## src/rtl/zc_tx_pkg.sv

```systemverilog
package zc_tx_pkg;
  // Clock cycles in one pulse of length 1/rate_hz seconds.
  function automatic int pulse_cycles(input int clk_hz, input int rate_hz);
    return clk_hz / rate_hz;
  endfunction

  // Width needed to hold a value from 0 to n.
  function automatic int count_width(input int n);
    return (n < 2) ? 1 : $clog2(n + 1);
  endfunction
endpackage

```

## src/rtl/zc_edge_det.sv

```systemverilog
module zc_edge_det (
  input  logic clk,
  input  logic rst_n,
  input  logic async_in,
  output logic edge_o
);
  logic meta_q, sync_q, last_q;

  always_ff @(posedge clk) begin
    if (!rst_n) begin
      meta_q <= 1'b0;
      sync_q <= 1'b0;
      last_q <= 1'b0;
    end else begin
      meta_q <= async_in;
      sync_q <= meta_q;
      last_q <= sync_q;
    end
  end

  // Either polarity of change marks a slot.
  assign edge_o = sync_q ^ last_q;
endmodule

```

## src/rtl/zc_bit_queue.sv

```systemverilog
module zc_bit_queue #(
  parameter int DEPTH = 64,
  localparam int AW = (DEPTH < 2) ? 1 : $clog2(DEPTH),
  localparam int CW = (DEPTH < 1) ? 1 : $clog2(DEPTH + 1)
) (
  input  logic          clk,
  input  logic          rst_n,
  input  logic          push,
  input  logic          push_bit,
  input  logic          pop,
  output logic          head_bit,
  output logic          full,
  output logic          empty,
  output logic [CW-1:0] count
);
  localparam logic [AW-1:0] LAST_PTR = AW'(DEPTH - 1);
  localparam logic [CW-1:0] FULL_CNT = CW'(DEPTH);

  logic [DEPTH-1:0] store_q;
  logic [AW-1:0]    wr_ptr_q, rd_ptr_q;
  logic [CW-1:0]    count_q;

  function automatic logic [AW-1:0] ptr_step(input logic [AW-1:0] p);
    return (p == LAST_PTR) ? '0 : p + 1'b1;
  endfunction

  always_ff @(posedge clk) begin
    if (!rst_n) begin
      wr_ptr_q <= '0;
      rd_ptr_q <= '0;
      count_q  <= '0;
      store_q  <= '0;
    end else begin
      if (push) begin
        store_q[wr_ptr_q] <= push_bit;
        wr_ptr_q          <= ptr_step(wr_ptr_q);
      end
      if (pop) rd_ptr_q <= ptr_step(rd_ptr_q);
      count_q <= count_q + CW'(push) - CW'(pop);
    end
  end

  assign head_bit = store_q[rd_ptr_q];
  assign count    = count_q;
  assign empty    = (count_q == '0);
  assign full     = (count_q == FULL_CNT);
endmodule

```

## src/rtl/zc_pulse_timer.sv

```systemverilog
module zc_pulse_timer #(
  parameter int PULSE_CYC = 50000,
  localparam int TW = (PULSE_CYC < 2) ? 1 : $clog2(PULSE_CYC)
) (
  input  logic clk,
  input  logic rst_n,
  input  logic start,
  output logic active
);
  localparam logic [TW-1:0] LOAD_VAL = TW'(PULSE_CYC - 1);

  logic [TW-1:0] remain_q;
  logic          active_q;

  // The counter is loaded in the same cycle the pulse starts.
  always_ff @(posedge clk) begin
    if (!rst_n) begin
      active_q <= 1'b0;
      remain_q <= '0;
    end else if (start) begin
      active_q <= 1'b1;
      remain_q <= LOAD_VAL;
    end else if (active_q) begin
      if (remain_q == '0) active_q <= 1'b0;
      else                remain_q <= remain_q - 1'b1;
    end
  end

  assign active = active_q;
endmodule

```

## src/rtl/zc_line_tx.sv

```systemverilog
module zc_line_tx #(
  parameter int CLK_HZ  = 50_000_000,
  parameter int RATE_HZ = 1000,
  parameter int DEPTH   = 64,
  localparam int PULSE_CYC = zc_tx_pkg::pulse_cycles(CLK_HZ, RATE_HZ),
  localparam int CW = zc_tx_pkg::count_width(DEPTH)
) (
  input  logic          clk,
  input  logic          rst_n,
  input  logic          zc_in,
  input  logic          wr_en,
  input  logic          wr_bit,
  output logic          q_full,
  output logic          q_empty,
  output logic [CW-1:0] q_count,
  output logic          wr_dropped,
  output logic          overrun,
  output logic          tx_en
);
  // Named internal events, also observed by the checker.
  logic edge_w, pop_w, push_w, start_w, head_bit_w, clash_w, drop_w;
  logic wr_dropped_q, overrun_q;

  zc_edge_det u_edge (
    .clk(clk), .rst_n(rst_n), .async_in(zc_in), .edge_o(edge_w)
  );

  assign push_w  = wr_en & ~q_full;
  assign drop_w  = wr_en & q_full;
  assign pop_w   = edge_w & ~tx_en & ~q_empty;
  assign start_w = pop_w & head_bit_w;
  assign clash_w = edge_w & tx_en;

  zc_bit_queue #(.DEPTH(DEPTH)) u_queue (
    .clk(clk), .rst_n(rst_n), .push(push_w), .push_bit(wr_bit),
    .pop(pop_w), .head_bit(head_bit_w), .full(q_full),
    .empty(q_empty), .count(q_count)
  );

  zc_pulse_timer #(.PULSE_CYC(PULSE_CYC)) u_timer (
    .clk(clk), .rst_n(rst_n), .start(start_w), .active(tx_en)
  );

  always_ff @(posedge clk) begin
    if (!rst_n) begin
      wr_dropped_q <= 1'b0;
      overrun_q    <= 1'b0;
    end else begin
      if (drop_w)  wr_dropped_q <= 1'b1;
      if (clash_w) overrun_q    <= 1'b1;
    end
  end

  assign wr_dropped = wr_dropped_q;
  assign overrun    = overrun_q;
endmodule

```

## config.mk

```make
export PLATFORM = sky130hd
export DESIGN_NAME = zc_line_tx
export DESIGN_NICKNAME = d
export VERILOG_FILES = /design/src/rtl/zc_tx_pkg.sv /design/src/rtl/zc_edge_det.sv /design/src/rtl/zc_bit_queue.sv /design/src/rtl/zc_pulse_timer.sv /design/src/rtl/zc_line_tx.sv
export SDC_FILE = /design/constraint.sdc
export NUM_CORES = 1
export LEC_CHECK = 0
export ABC_AREA = 1
export BUFFER_PORTS_ARGS = -buffer_cell sky130_fd_sc_hd__buf_4
export CAP_MARGIN = 20
export CORE_ASPECT_RATIO = 0.9
export CORE_MARGIN = 2
export CORE_UTILIZATION = 35
export CTS_CLUSTER_SIZE = 25
export DETAILED_ROUTE_END_ITERATION = 16
export PLACE_DENSITY_LB_ADDON = 0.25
export SKIP_LAST_GASP = 1
export SLEW_MARGIN = 20
export SYNTH_ARGS = -nofsm -noshare
export SYNTH_HDL_FRONTEND = slang
export SYNTH_SLANG_ARGS = --single-unit
```

## constraint.sdc

```tcl
create_clock -name clk -period 4.6 [get_ports clk]
set_input_delay 0.46 -clock clk [delete_from_list [all_inputs] [get_ports clk]]
set_output_delay 0.46 -clock clk [all_outputs]
set_load 0.01 [all_outputs]
```

; ---- Word-level counts from Yosys, hierarchy flattened
; Index checks and enable logic that the tools add are counted.
[op_classes]
muxes = 13
addsub = 5
reduce_logical = 7
eq_ne = 4
bitwise_logic = 12
order_cmp = 3
[op_table]
columns = cell, n
row1 = 64-bit bitwise mux, 1
row2 = 16-bit two-way mux, 3
row3 = 16-bit logical NOT, 1
row4 = "16-bit by 1-bit subtractor with 16-bit output, second input constant", 1
row5 = "6-bit by 7-bit < comparator with 1-bit output, second input constant", 2
row6 = "6-bit by 1-bit adder with 6-bit output, second input constant", 2
row7 = "6-bit == test, second input constant", 2
row8 = 6-bit two-way mux, 2
row9 = 7-bit by 1-bit adder with 7-bit output, 1
row10 = "7-bit == test, second input constant", 1
row11 = 7-bit logical NOT, 1
row12 = 7-bit by 1-bit subtractor with 7-bit output, 1
row13 = 1-bit AND, 6
row14 = 1-bit binary-select mux with 6-bit select, 1
row15 = 1-bit demux with 6-bit select, 1
row16 = "6-bit by 1-bit greater-or-equal comparator with 1-bit output, second input constant", 1
row17 = 1-bit two-way mux, 5
row18 = 1-bit NOT, 5
row19 = 2-bit AND reduction, 2
row20 = "2-bit != test, second input constant", 1
row21 = 2-bit nonzero test, 1
row22 = 2-bit OR reduction, 1
row23 = 1-bit logical AND, 1
row24 = 1-bit bitwise XOR, 1
[word_totals]
inputBits = 5
ff_bits = 105
elab_cells = 56

; ---- Longest topological paths before layout
[logic_depth]
word_depth = 6
ltp_mapped = 19
ltp_nobuf = 19

; ---- Hierarchy
; From an unflattened synthesis, not the netlist that was laid out.
[hier_totals]
cells_unflattened = 857
area_unflattened_um2 = 5640.4
[by_module_without_submodules]
columns = mod, cells_each, seq_area_each_um2, n_inst, area_per_inst_um2
row1 = zc_bit_queue, 664, 1661.6, 1, 4401.7
row2 = zc_pulse_timer, 162, 340.3, 1, 1028.5
row3 = zc_line_tx, 17, 40.0, 1, 108.9
row4 = zc_edge_det, 14, 60.1, 1, 101.3

; ---- Worst setup path before layout
; OpenSTA, ideal clock, no wires.
[synth_timing]
kind = register to register
startpoint = register u_queue.count_q[2], in the netlist u_queue.count[2]
endpoint = register u_queue.count_q[6], in the netlist u_queue.count[6]
stages_incl_launch_ff = 20
synth_period_minus_slack_ns = 2.763
arrival_ns = 2.641
n_path_buf = 0
slack_ns = 1.837
setup_ns = 0.122
cell_sequence = dfxtp_1 > inv_1 > ha_1 > nand3_1 > inv_1 > nand2_1 > nor2_1 > nor3_4 > ha_1 > inv_1 > ha_1 > fa_1 > nand2_1 > nand2_1 > a21oi_1 > nor2_1 > nor2_1 > o21bai_1 > o21ai_0 > a21oi_1
[synth_via]
word_cells_on_any_way = 8
[synth_rtl]
columns = item, line
row1 = from (decl), zc_bit_queue.sv:21  ; logic [CW-1:0] count_q;
row2 = from (signal assigned), zc_bit_queue.sv:39  ; count_q <= count_q + CW'(push) - CW'(pop);
row3 = 7-bit logical NOT, zc_bit_queue.sv:45  ; assign empty = (count_q == '0);
row4 = net q_empty, zc_line_tx.sv:14  ; output logic q_empty,
row5 = 1-bit NOT, zc_line_tx.sv:30  ; assign pop_w = edge_w & ~tx_en & ~q_empty;
row6 = 1-bit AND, zc_line_tx.sv:30
row7 = net pop_w, zc_line_tx.sv:21  ; logic edge_w, pop_w, push_w, start_w, head_bit_w, clash_w, drop_w;
row8 = 7-bit by 1-bit subtractor with 7-bit output, zc_bit_queue.sv:39
; The timed path passes the listed nets, and every way through them passes these cells.
; A chain may end at the register's enable or synchronous reset.

; ---- Final worst setup path
[layout_timing]
startpoint = register u_queue.count_q[2], in the netlist u_queue.count[2]
endpoint = register u_queue.count_q[6], in the netlist u_queue.count[6]
[layout_via]
word_cells_on_any_way = 8
[layout_rtl]
columns = item, line
row1 = 7-bit logical NOT, zc_bit_queue.sv:45
row2 = 1-bit NOT, zc_line_tx.sv:30
row3 = 1-bit AND, zc_line_tx.sv:30
row4 = net pop_w, zc_line_tx.sv:21
row5 = 7-bit by 1-bit subtractor with 7-bit output, zc_bit_queue.sv:39
; The timed path passes the listed nets, and every way through them passes these cells.

==> summary.md <==
| Metric | Value |
|---|---|
| Share of flip-flops with an asynchronous set or reset | `0` |
| GRT overflow | `0` |
| Dpl hpwl | `9491 µm` |
| Crit Path Class | `reg -> reg` |
| Max-cap violations | `0` |
| Worst-path clk slew | `70 ps` |
| Share of cells above drive strength 1 | `0.06140` |
| IO Port Bufs | `16` |
| Worst-Skew Late Latency | `350 ps` |
| Setup ws final | `1660 ps` |
| Final core utilization | `0.3895` |
| Hold EP | `u_edge.meta_q$_SDFF_PN0_` |
| Post-Synth Adder-Cell Area | `0.03386` |
| Die height | `121.8 µm` |
| Ys flop type | `dfxtp_1` |
| Die W | `~130 µm` |
| Area grow syn2layout | `9.926%` |
| Crit Reg-Reg Endpoint | `u_queue.count[6]$_SDFF_PN0_` |
| Critical path required time | `4840 ps` |
| Drt first pass iters | `5` |
| Setup WS pre-CTS | `about 1700 ps` |
| Post-Synth Simple-Gate Area | `0.2739` |
| Cts repair resizes | `0` |
| First-pass GRT wire length | `23,340 µm` |
| Power density cells | `398.2 nW/µm²` |
| GRT Total Usage | `0.1799` |
| I/O pin cnt | `17` |
| Vias | `4,915` |
| #FFs+latches synth | `105` |
| Initial Util | `0.3543` |
| Worst hold stages | `3` |
| Seq/Total Area, Yosys | `0.3896` |
| Crit path DAT | `around 3200 ps` |
| Post-synthesis xor/xnor area fraction | `0.01786` |
| Leakage | `0.002394 µW` |
| CTS sink count | `between 100 and 150` |
| Routed Antenna Nets | `0` |
| Setup-failing EPs final | `0` |
| Number of global-route vias before repair | `between 4,000 and 5,000` |
| Post-synthesis mux area share | `0` |
| Post-CTS setup buffers | `0` |
| CP startpoint kind | `flop` |
| CTS Buf Count | `9` |
| Final setup TNS | `0 ps` |
| Main combinational cell family by area after synthesis | `simple AND/OR/NAND/NOR gates` |
| Drt wl/cell | `between 10 and 15 µm` |
| Hold_sp | `zc_in` |
| Vias per cell | `around 5` |
| Crit path max fanout | `9` |
| Clk buf depth | `2` |
| Initial antenna violation count | `0` |
| Root Driver | `clkbuf_16` |
| Pins Over Slew Limit | `0` |
| Drt drc | `0` |
| Most frequent cells in the layout | `nand2_1 (159), inv_1 (109), dfxtp_1 (105), a21oi_1 (94), nand3_1 (77)` |
| Hold_ws | `292.1 ps` |
| Detailed Route Iter0 Violations | `391` |
| GP Congestion | `0.8034` |
| Fin crit share | `0.6392` |
| Compound-cell area share of the yosys netlist | `0.1735` |
| Hold buffer count at cts | `0` |
| Period minus WS final | `2940 ps` |
| Rows | `43` |
| Largest net degree at the start of global routing | `53` |
| Final Non-Filler Cells | `approximately 1,000` |
| Leading cell type in the layout, fill and taps excluded | `nand2_1` |
| Unrepaired setup endpoints after global routing | `no` |
| Peak VDD IR | `~0.27 mV` |
| HP Class | `in -> reg` |
| Worst R2R Path Depth | `19` |
| Mean Syn Cell Area | `6.803 µm²` |
| Inserted Diodes | `0` |
| Synth Cell Area | `5395 µm²` |
| CORE AREA | `around 15,000 µm²` |
| # H-tree levels | `3` |
| Critical Path Sink Type | `flop` |
| Clk_skew | `8.968 ps` |
| Yosys warns | `0` |
| Reg2Reg Setup Slack | `around 1700 ps` |
| Synth Instances | `approximately 790` |
| Final Hold Fails | `0` |
| TritonCTS clock tree | `done` |
| Distinct cells, synth | `38` |
| Slew headroom | `0.3803` |
| Mapped Nets | `812` |
| Peak Freq | `340.1 MHz` |
| Nets@finish | `between 800 and 900` |
| Post-Route WL | `14,170 µm` |
| Reg2reg start | `u_queue.count[2]$_SDFF_PN0_` |
| Post-synth EDFFs | `0` |
| Die Area | `approximately 16,000 µm²` |
| Dpl cells | `984` |
| Status | `completed` |
| Slew @ Worst Pin | `928.5 ps` |
sequential cells by signal, summed over array words and instances, names as in the netlist:
name and cells:
overrun 1, u_edge.last_q 1, u_edge.meta_q 1, u_edge.sync_q 1
u_queue.count 7, u_queue.rd_ptr_q 6, u_queue.store_q 64, u_queue.wr_ptr_q 6
u_timer.active 1, u_timer.remain_q 16, wr_dropped 1
layer usage:
metal,share of wire,wire length [µm],track usage,vias up
met3,0.053,751,0.03995,10
met1,0.52,7414,0.2661,2224
met4,0.0094,133,0.03882,0
met5,0,0,0,-
li1,-,-,-,2573
met2,0.41,5872,0.2665,108
kinds of logic (layout without fill, tap and decap cells):
logic type,count (synthesis),in the layout
DFF,105,105
xor gates and xnor gates,11,11
buffers and inverters,141,146
and+or+nand+nor,342,342
adders and majority gates,14,14
AOI/OAI and AO/OA,180,180
metrics by stage:
stage	instance area (µm²)	power, µW
floorplan	5395	1392
global placement	5608	1542
detailed placement	5608	1542
CTS	5931	2386
global route	5931	2504
finish	5931	2362
worst max-delay path: stages, from the launching register on:
cell,delay [ps]
dfxtp_1,370
inv_1,80
ha_1,200
nand3_1,70
inv_1,50
nand2_1,50
nor2_1,70
nor3_4,340
ha_1,190
inv_1,40
ha_1,200
fa_1,400
nand2_1,80
nand2_1,50
a21oi_1,180
nor2_1,60
nor2_1,100
o21bai_1,90
o21ai_0,150
a21oi_1,50
synthesized netlist by cell type, types with 3 or more instances:
library cell,number,area share
nand2_1,159,0.11
inv_1,109,0.076
dfxtp_1,105,0.39
a21oi_1,94,0.087
nand3_1,77,0.071
nor2_1,76,0.053
o21ai_0,72,0.067
ha_1,13,0.030
clkbuf_1,12,0.0083
xor2_1,8,0.013
nand4_1,7,0.0081
nor3_1,7,0.0065
buf_2,5,0.0046
buf_6,5,0.010
nand2_2,4,0.0046
a21oi_2,3,0.0049
a311oi_1,3,0.0049
buf_1,3,0.0021
buf_4,3,0.0042
nor4_1,3,0.0035
o21ai_1,3,0.0028
xnor2_1,3,0.0049
worst max-delay path by stage:
stage | startpoint | to | slack, ps
after floorplan | u_queue.count[2]$_SDFF_PN0_ | u_queue.count[6]$_SDFF_PN0_ | 1840
after global placement | u_queue.count[2]$_SDFF_PN0_ | u_queue.count[6]$_SDFF_PN0_ | 1790
after detailed placement | u_queue.count[2]$_SDFF_PN0_ | u_queue.count[6]$_SDFF_PN0_ | 1670
after CTS | u_queue.count[2]$_SDFF_PN0_ | u_queue.count[6]$_SDFF_PN0_ | 1660
after global routing | u_queue.count[2]$_SDFF_PN0_ | u_queue.count[6]$_SDFF_PN0_ | 1360
final | u_queue.count[2]$_SDFF_PN0_ | u_queue.count[6]$_SDFF_PN0_ | 1660
final cells by class:
cell class / instances / area (µm²)
sequential: 105 / 2102
inverter: 112 / 425.4
fill: 1648 / 9295
multi-input combinational: 547 / 2693
clock inverter: 4 / 76.32
tap: 202 / 252.7
clock buffer: 12 / 246.5
timing repair buffer: 18 / 135.1
power by group:
| part | total (µW) | switching, µW | internal, µW |
|---|---|---|---|
| registers | 998 | 46.6 | 952 |
| clock network | 841 | 347 | 494 |
| logic | 522 | 332 | 190 |
| total | 2360 | 726 | 1640 |
No activity file was read; power rests on OpenSTA's default activity.
